===== config.mk =====
export PLATFORM = sky130hd
export DESIGN_NAME = exc_hdr_classifier
export DESIGN_NICKNAME = d
export VERILOG_FILES = /design/src/rtl/exc_hdr_pkg.sv /design/src/rtl/exc_hdr_decode.sv /design/src/rtl/exc_hdr_format.sv /design/src/rtl/exc_hdr_outreg.sv /design/src/rtl/exc_hdr_classifier.sv
export SDC_FILE = /design/constraint.sdc
export NUM_CORES = 1
export LEC_CHECK = 0
export BUFFER_PORTS_ARGS = -buffer_cell sky130_fd_sc_hd__buf_2
export CELL_PAD_IN_SITES_DETAIL_PLACEMENT = 0
export CELL_PAD_IN_SITES_GLOBAL_PLACEMENT = 1
export CORE_MARGIN = 2
export CORE_UTILIZATION = 30
export DETAILED_ROUTE_END_ITERATION = 12
export GPL_ROUTABILITY_DRIVEN = 0
export GPL_TIMING_DRIVEN = 0
export PLACE_DENSITY_LB_ADDON = 0.1
export SETUP_SLACK_MARGIN = 0.15
export SLEW_MARGIN = 20
export SYNTH_ARGS = -nofsm -noshare
export SYNTH_HDL_FRONTEND = slang
export SYNTH_SLANG_ARGS = --single-unit

===== constraint.sdc =====
create_clock -name clk -period 3 [get_ports clk]
set_input_delay 0.15 -clock clk [delete_from_list [all_inputs] [get_ports clk]]
set_output_delay 0.15 -clock clk [all_outputs]
set_load 0.005 [all_outputs]

===== src/rtl/exc_hdr_pkg.sv =====
package exc_hdr_pkg;
  typedef enum logic [2:0] {
    CL_DROP, CL_MISS, CL_LOCAL, CL_REDIR, CL_TTL, CL_OPT, CL_FAST
  } cls_e;

  // type bit positions seen by the slow-path consumer
  localparam int TB_TTL = 0;
  localparam int TB_OPT = 1;
  localparam int TB_LD  = 2;
  localparam int TB_RD  = 3;
  localparam int TB_NR  = 4;

  localparam int HDR_SHORT = 4;
  localparam int HDR_LONG  = 12;
endpackage


===== src/rtl/exc_hdr_decode.sv =====
module exc_hdr_decode
  import exc_hdr_pkg::*;
#(
  parameter int PORT_W = 16
) (
  input  logic              hit,
  input  logic              local_dl,
  input  logic              drop,
  input  logic              ttl_exp,
  input  logic              ip_opt,
  input  logic [PORT_W-1:0] rx_dport,
  input  logic [PORT_W-1:0] tx_sport,
  output cls_e              cls
);
  logic redirect;

  always_comb begin
    redirect = (rx_dport == tx_sport);
    if (drop)          cls = CL_DROP;
    else if (!hit)     cls = CL_MISS;
    else if (local_dl) cls = CL_LOCAL;
    else if (redirect) cls = CL_REDIR;
    else if (ttl_exp)  cls = CL_TTL;
    else if (ip_opt)   cls = CL_OPT;
    else               cls = CL_FAST;
  end
endmodule


===== src/rtl/exc_hdr_format.sv =====
module exc_hdr_format
  import exc_hdr_pkg::*;
#(
  parameter int PORT_W = 16,
  parameter int ADDR_W = 32,
  parameter int TYPE_W = 8,
  parameter int LEN_W  = 8,
  localparam int KEY_W = 2*PORT_W + ADDR_W
) (
  input  cls_e              cls,
  input  logic              ttl_exp,
  input  logic [PORT_W-1:0] rx_dport,
  input  logic [PORT_W-1:0] tx_dport,
  input  logic [PORT_W-1:0] tx_sport,
  input  logic [ADDR_W-1:0] tx_daddr,
  output logic [TYPE_W-1:0] typ,
  output logic [LEN_W-1:0]  len,
  output logic [PORT_W-1:0] port,
  output logic [KEY_W-1:0]  key,
  output logic              drop_o,
  output logic              fast_o
);
  logic [KEY_W-1:0] fwd_key;
  assign fwd_key = {tx_dport, tx_sport, tx_daddr};

  always_comb begin
    typ    = '0;
    len    = '0;
    port   = '0;
    key    = '0;
    drop_o = 1'b0;
    fast_o = 1'b0;
    unique case (cls)
      CL_DROP: drop_o = 1'b1;
      CL_MISS: begin
        typ[TB_NR]  = 1'b1;
        typ[TB_TTL] = ttl_exp;
        len         = LEN_W'(HDR_SHORT);
      end
      CL_LOCAL: begin
        typ[TB_LD] = 1'b1;
        len        = LEN_W'(HDR_SHORT);
        port       = rx_dport;
      end
      CL_REDIR: begin
        typ[TB_RD] = 1'b1;
        len        = LEN_W'(HDR_LONG);
        port       = rx_dport;
        key        = fwd_key;
      end
      CL_TTL: begin
        typ[TB_TTL] = 1'b1;
        len         = LEN_W'(HDR_SHORT);
        port        = rx_dport;
      end
      CL_OPT: begin
        typ[TB_OPT] = 1'b1;
        len         = LEN_W'(HDR_LONG);
        port        = rx_dport;
        key         = fwd_key;
      end
      default: fast_o = 1'b1;
    endcase
  end
endmodule


===== src/rtl/exc_hdr_outreg.sv =====
module exc_hdr_outreg #(
  parameter int W = 8
) (
  input  logic         clk,
  input  logic         rst_n,
  input  logic         in_valid,
  output logic         in_ready,
  input  logic [W-1:0] in_data,
  output logic         out_valid,
  input  logic         out_ready,
  output logic [W-1:0] out_data
);
  assign in_ready = !out_valid || out_ready;

  always_ff @(posedge clk) begin
    if (!rst_n) begin
      out_valid <= 1'b0;
      out_data  <= '0;
    end else if (in_ready) begin
      out_valid <= in_valid;
      if (in_valid) out_data <= in_data;
    end
  end
endmodule


===== src/rtl/exc_hdr_classifier.sv =====
module exc_hdr_classifier
  import exc_hdr_pkg::*;
#(
  parameter int EXC_W  = 12,
  parameter int CNT_W  = 16,
  parameter int PORT_W = 16,
  parameter int ADDR_W = 32,
  parameter int TYPE_W = 8,
  parameter int LEN_W  = 8,
  localparam int LK_W  = 4 + EXC_W + CNT_W,
  localparam int KEY_W = 2*PORT_W + ADDR_W
) (
  input  logic              clk,
  input  logic              rst_n,
  input  logic              in_valid,
  output logic              in_ready,
  input  logic [LK_W-1:0]   in_lookup,
  input  logic [PORT_W-1:0] in_rx_dport,
  input  logic [PORT_W-1:0] in_tx_dport,
  input  logic [PORT_W-1:0] in_tx_sport,
  input  logic [ADDR_W-1:0] in_tx_daddr,
  output logic              out_valid,
  input  logic              out_ready,
  output logic [TYPE_W-1:0] out_type,
  output logic [LEN_W-1:0]  out_len,
  output logic [PORT_W-1:0] out_rx_dport,
  output logic [KEY_W-1:0]  out_key,
  output logic              out_drop,
  output logic              out_fast,
  output logic [CNT_W-1:0]  out_cntr
);
  localparam int HIT_B  = LK_W - 2;
  localparam int LD_B   = LK_W - 3;
  localparam int DROP_B = LK_W - 4;
  localparam int EXC_LO = CNT_W;
  localparam int PAY_W  = TYPE_W + LEN_W + PORT_W + KEY_W + 2 + CNT_W;

  logic [EXC_W-1:0] exc_vec;
  logic [CNT_W-1:0] cntr;
  logic             unused_lk_bits;
  cls_e             cls;

  assign exc_vec        = in_lookup[EXC_LO +: EXC_W];
  assign cntr           = in_lookup[CNT_W-1:0];
  assign unused_lk_bits = in_lookup[LK_W-1] ^ (^exc_vec[EXC_W-1:2]);

  exc_hdr_decode #(.PORT_W(PORT_W)) u_decode (
    .hit      (in_lookup[HIT_B]),
    .local_dl (in_lookup[LD_B]),
    .drop     (in_lookup[DROP_B]),
    .ttl_exp  (exc_vec[0]),
    .ip_opt   (exc_vec[1]),
    .rx_dport (in_rx_dport),
    .tx_sport (in_tx_sport),
    .cls      (cls)
  );

  logic [TYPE_W-1:0] f_type;
  logic [LEN_W-1:0]  f_len;
  logic [PORT_W-1:0] f_port;
  logic [KEY_W-1:0]  f_key;
  logic              f_drop, f_fast;

  exc_hdr_format #(
    .PORT_W(PORT_W), .ADDR_W(ADDR_W), .TYPE_W(TYPE_W), .LEN_W(LEN_W)
  ) u_format (
    .cls      (cls),
    .ttl_exp  (exc_vec[0]),
    .rx_dport (in_rx_dport),
    .tx_dport (in_tx_dport),
    .tx_sport (in_tx_sport),
    .tx_daddr (in_tx_daddr),
    .typ      (f_type),
    .len      (f_len),
    .port     (f_port),
    .key      (f_key),
    .drop_o   (f_drop),
    .fast_o   (f_fast)
  );

  logic [PAY_W-1:0] pay_in, pay_out;
  assign pay_in = {f_type, f_len, f_port, f_key, f_drop, f_fast, cntr};

  exc_hdr_outreg #(.W(PAY_W)) u_outreg (
    .clk       (clk),
    .rst_n     (rst_n),
    .in_valid  (in_valid),
    .in_ready  (in_ready),
    .in_data   (pay_in),
    .out_valid (out_valid),
    .out_ready (out_ready),
    .out_data  (pay_out)
  );

  assign {out_type, out_len, out_rx_dport, out_key, out_drop, out_fast, out_cntr} = pay_out;
endmodule


# Word-level counts from Yosys, hierarchy flattened
# Index checks and enable logic that the tools add are counted.
[classes]
n_eq_ne = 6
n_mux = 16
n_reduce_logical = 8
[ops]
columns = ["op", "n"]
rows = [
  ["$mux 64", 1],
  ["$eq 16x16->1", 1],
  ["$mux 16", 1],
  ["$mux 3", 5],
  ["$pmux 4 s2", 1],
  ["$eq 3x2->1 const B", 2],
  ["$eq 3x3->1 const B", 2],
  ["$mux 1", 6],
  ["$reduce_or 6->1", 1],
  ["$reduce_or 4->1", 1],
  ["$eq 3x1->1 const B", 1],
  ["$logic_not 3->1", 1],
  ["$reduce_or 3->1", 1],
  ["$mux 2", 1],
  ["$pmux 1 s2", 1],
  ["$reduce_and 2->1", 1],
  ["$reduce_or 2->1", 1],
  ["$logic_not 1->1", 1],
  ["$logic_or 1x1->1", 1],
]
[totals]
register_bits = 112
in_bits = 116

# Depth between registers and ports, before layout
[depth]
ltp_word = 9
ltp_mapped = 7

# Hierarchy
# From an unflattened synthesis, not the netlist that was laid out.
[hier_totals]
hier_cells = 649
hier_area_um2 = 5594.1
[modules_own_cells]
columns = ["module", "n_inst", "cells_per_inst", "area_each_um2"]
rows = [
  ["exc_hdr_outreg", 1, 499, 4543.1],
  ["exc_hdr_format", 1, 121, 825.8],
  ["exc_hdr_decode", 1, 29, 225.2],
]

# Worst setup path before layout
# Ideal clock, no wire load.
[synth_timing]
path_type = "register to register"
from = "register u_outreg.out_valid"
to = "register u_outreg.out_data[45]"
setup_time_ns = 0.069
arrival_ns = 1.343
required_ns = 2.931
path_slack_ns = 1.588
path_stages_with_launch = 7
synth_period_minus_slack_ns = 1.412
cell_sequence = "dfxtp_1 -> and2b_2 -> nor4_4 -> buf_2 -> buf_2 -> a32oi_1 -> o21ai_1"
[synth_via]
elab_chain_cells = 3
[synth_rtl]
columns = ["element", "line", "rtl"]
rows = [
  ["start, declared", "exc_hdr_outreg.sv:9", "output logic out_valid,"],
  ["start signal, assigned", "exc_hdr_outreg.sv:20", "out_valid <= in_valid;"],
  ["$logic_not 1->1", "exc_hdr_outreg.sv:13", "assign in_ready = !out_valid || out_ready;"],
  ["$logic_or 1x1->1", "exc_hdr_outreg.sv:13", ""],
  ["$reduce_and 2->1 (no line)", "--", ""],
  ["end signal, assigned", "exc_hdr_outreg.sv:21", "if (in_valid) out_data <= in_data;"],
  ["end, declared", "exc_hdr_outreg.sv:11", "output logic [W-1:0] out_data"],
]
# No other way between the ends.
# A chain may end at the register's enable or synchronous reset.

# Worst setup path after layout
[layout_timing]
from = "register u_outreg.out_valid"
to = "register u_outreg.out_data[49]"
# The elaborated chain is that of the path after synthesis.

==> metrics.csv <==
metric,value,unit
cts_made_buffers,9,
syn_area_per_cell,8.76,um2
clockBufferDepth,2,
fp-row-count,44,
p_clk_share,40.4,%
io_buffers,211,
drtAntennaViolNets,0,
drt-total-wl,15400,um
clock.fmax,570,MHz
post_cts_buffers,0,
dp.cells,919,
totalPowerFinal,2.97,mW
cts_hold_buffers,0,
place_hpwl,11600,um
vias,4715,
cts_tree,yes,
start_util,30.9,%
ios,232,
critical_path_class,reg2reg,
tightest_slew,0.621,ns
powerDensity,485,nW/um2
die_height,127,um
final_common_cell,buf_2,
ir_worst_vdd,0.238,mV
p_leak,2.62,nW
cts.sinks,106,
fin_cells,934,
drt-initial-drc-count,242,
clock_latency,0.35,ns
crit_required,3.28,ns
antenna_found_initial,0,
worstHoldPathCells,3,
slew_headroom,58.3,%
grt_pass1_wl,23700,um
fin_skew,0.00638,ns
finalHoldViolations,0,
critical_path_arrival,2.04,ns
yosysTopAreaCell,dfxtp_1,
cts_max_level,3,
final_nets,862,
cts-root-buf,clkbuf_16,
fin_tns_setup,0,ns
die_w,127,um
fillerInstances,1518,
rsz0062_at_grt,no,
clkTransAtPathRegs,0.07,ns
min-delay-start,in_lookup[8],
end_kind,flip-flop,
fin_crit,1.75,ns
grt_pass1_vias,4472,
hold_path_end,u_outreg.out_data[8]$_SDFFE_PN0P_,
gr-total-overflow,0,
status,"complete, no violations",
p_sw_share,25.0,%
internal_power,2.23,mW
cts.repair.resized,0,
fin_hold_ws,0.0324,ns
r2r_end,u_outreg.out_data[49]$_SDFFE_PN0P_,
viasPerCell,5.05,
first_pass_iters,4,
grt_max_degree,17,
slew_violations,0,
core_area,14600,um2
die_area,16100,um2
post-route-util,41.9,%
drv_cap,0,
post_drt_wl_per_cell,16.5,um
reg2reg_depth,6,
netlist_area,4520,um2
power.switching,0.744,mW
grt_use_total,18.5,%
post_synth_num_cell_types,35,
pwr-share-comb,10.8,%
seq_area_frac_synth,46.9,%
r2r_slack,1.25,ns
drive_above_1_share,36.9,%
p_seq_share,48.8,%
antennaDiodeCount,0,
crit_fanout,10,
setup_viol,0,
yosys.area.top_type_share,46.9,%
drc,0,
finalCritPeriodShare,58.4,%
ys.warnings.count,0,
r2r-start,u_outreg.out_valid$_SDFFE_PN0N_,
synthCells,516,
ys_seq_elements,106,
synthTopCellsByArea,"dfxtp_1, a32oi_1, nand2_1, o21ai_1, a21oi_1",
area_delta_synth_final,35.6,%
final_cell_mix,"buf_2, dfxtp_1, nand2_1, o21ai_1, a32oi_1",
hold_class,in2reg,
start_kind,flip-flop,
-- cells by family (layout without fill, tap and decap cells) --
family	Yosys count	after routing	share of synthesized area, %
flip-flops	106	106	46.9
AND/OR/NAND/NOR	122	122	11.5
other	1	9	0.0829
buffers and inverters	61	287	7.08
AO/OA/AOI/OAI	210	210	31.4
XOR/XNOR	16	16	3.10
-- power groups by stage --
stage               logic (mW)  registers [mW]  clock network [mW]
floorplan                0.144            1.49                   0
CTS                      0.323            1.45                1.24
finish                   0.321            1.45                1.20
detailed placement       0.323            1.48                   0
global route             0.358            1.45                1.29
global placement         0.318            1.48                   0
-- synthesized netlist by cell type --
cell type / n
nor2_1: 3
a21oi_2: 14
a21boi_0: 1
o21a_1: 1
a32o_1: 2
nor3_2: 1
dfxtp_1: 106
nand3_1: 1
nand2_1: 104
clkbuf_1: 26
nand2b_1: 1
inv_1: 2
a32oi_1: 64
o21ai_1: 65
nand3b_1: 1
a22oi_1: 17
a22oi_2: 1
and2b_2: 1
nor4_4: 1
o22ai_1: 1
or3_1: 2
o21ai_2: 1
buf_4: 11
a21oi_1: 41
nand4b_1: 1
buf_6: 4
buf_2: 16
xor2_1: 16
o21ai_0: 1
a22o_1: 1
nor3_1: 1
inv_2: 2
conb_1: 1
nand4_1: 1
nor4_1: 4
-- worst max path at each step --
stage	startpoint	to	slack, ns
after global placement	in_tx_sport[7]	u_outreg.out_data[100]$_SDFFE_PN0P_	1.04
after CTS	u_outreg.out_valid$_SDFFE_PN0N_	u_outreg.out_data[49]$_SDFFE_PN0P_	1.19
after detailed placement	in_tx_sport[7]	u_outreg.out_data[100]$_SDFFE_PN0P_	1.06
after floorplan	u_outreg.out_valid$_SDFFE_PN0N_	u_outreg.out_data[45]$_SDFFE_PN0P_	1.59
after global routing	u_outreg.out_valid$_SDFFE_PN0N_	u_outreg.out_data[66]$_SDFFE_PN0P_	1.05
final	u_outreg.out_valid$_SDFFE_PN0N_	u_outreg.out_data[49]$_SDFFE_PN0P_	1.25
-- cell type report --
type	count	area, um2	share of cell area, %
clock inverter	4	52.6	0.857
sequential	106	2120	34.6
timing repair buffer	211	1060	17.2
buffer	57	305	4.98
multi-input combinational	357	2110	34.4
inverter	4	15.0	0.245
clock buffer	11	243	3.96
tap	184	230	3.75
-- critical path: stages, from the launching register on --
cell,delay [ns]
dfxtp_1,0.30
and2b_2,0.24
nor4_4,0.34
buf_2,0.29
buf_2,0.27
a32oi_1,0.14
o21ai_1,0.10
-- per-stage QoR --
stage / area (um2) / worst slack (ns)
global route: 6130 / 1.05
CTS: 6130 / 1.19
finish: 6130 / 1.25
floorplan: 4550 / 1.59
global placement: 5840 / 1.04
detailed placement: 5840 / 1.06
-- state kept, by name (all words and copies together) (netlist names) --
register,count
u_outreg.out_data,105
u_outreg.out_valid,1
-- metal layers --
layer	vias up	global-route usage [%]	wire length (um)
met1	2191	24.5	6990
met3	19	4.56	1140
li1	2332	-	-
met2	173	28.9	6980
met5	-	0	0
met4	0	7.43	298
Power figures use the tool's default switching activity.
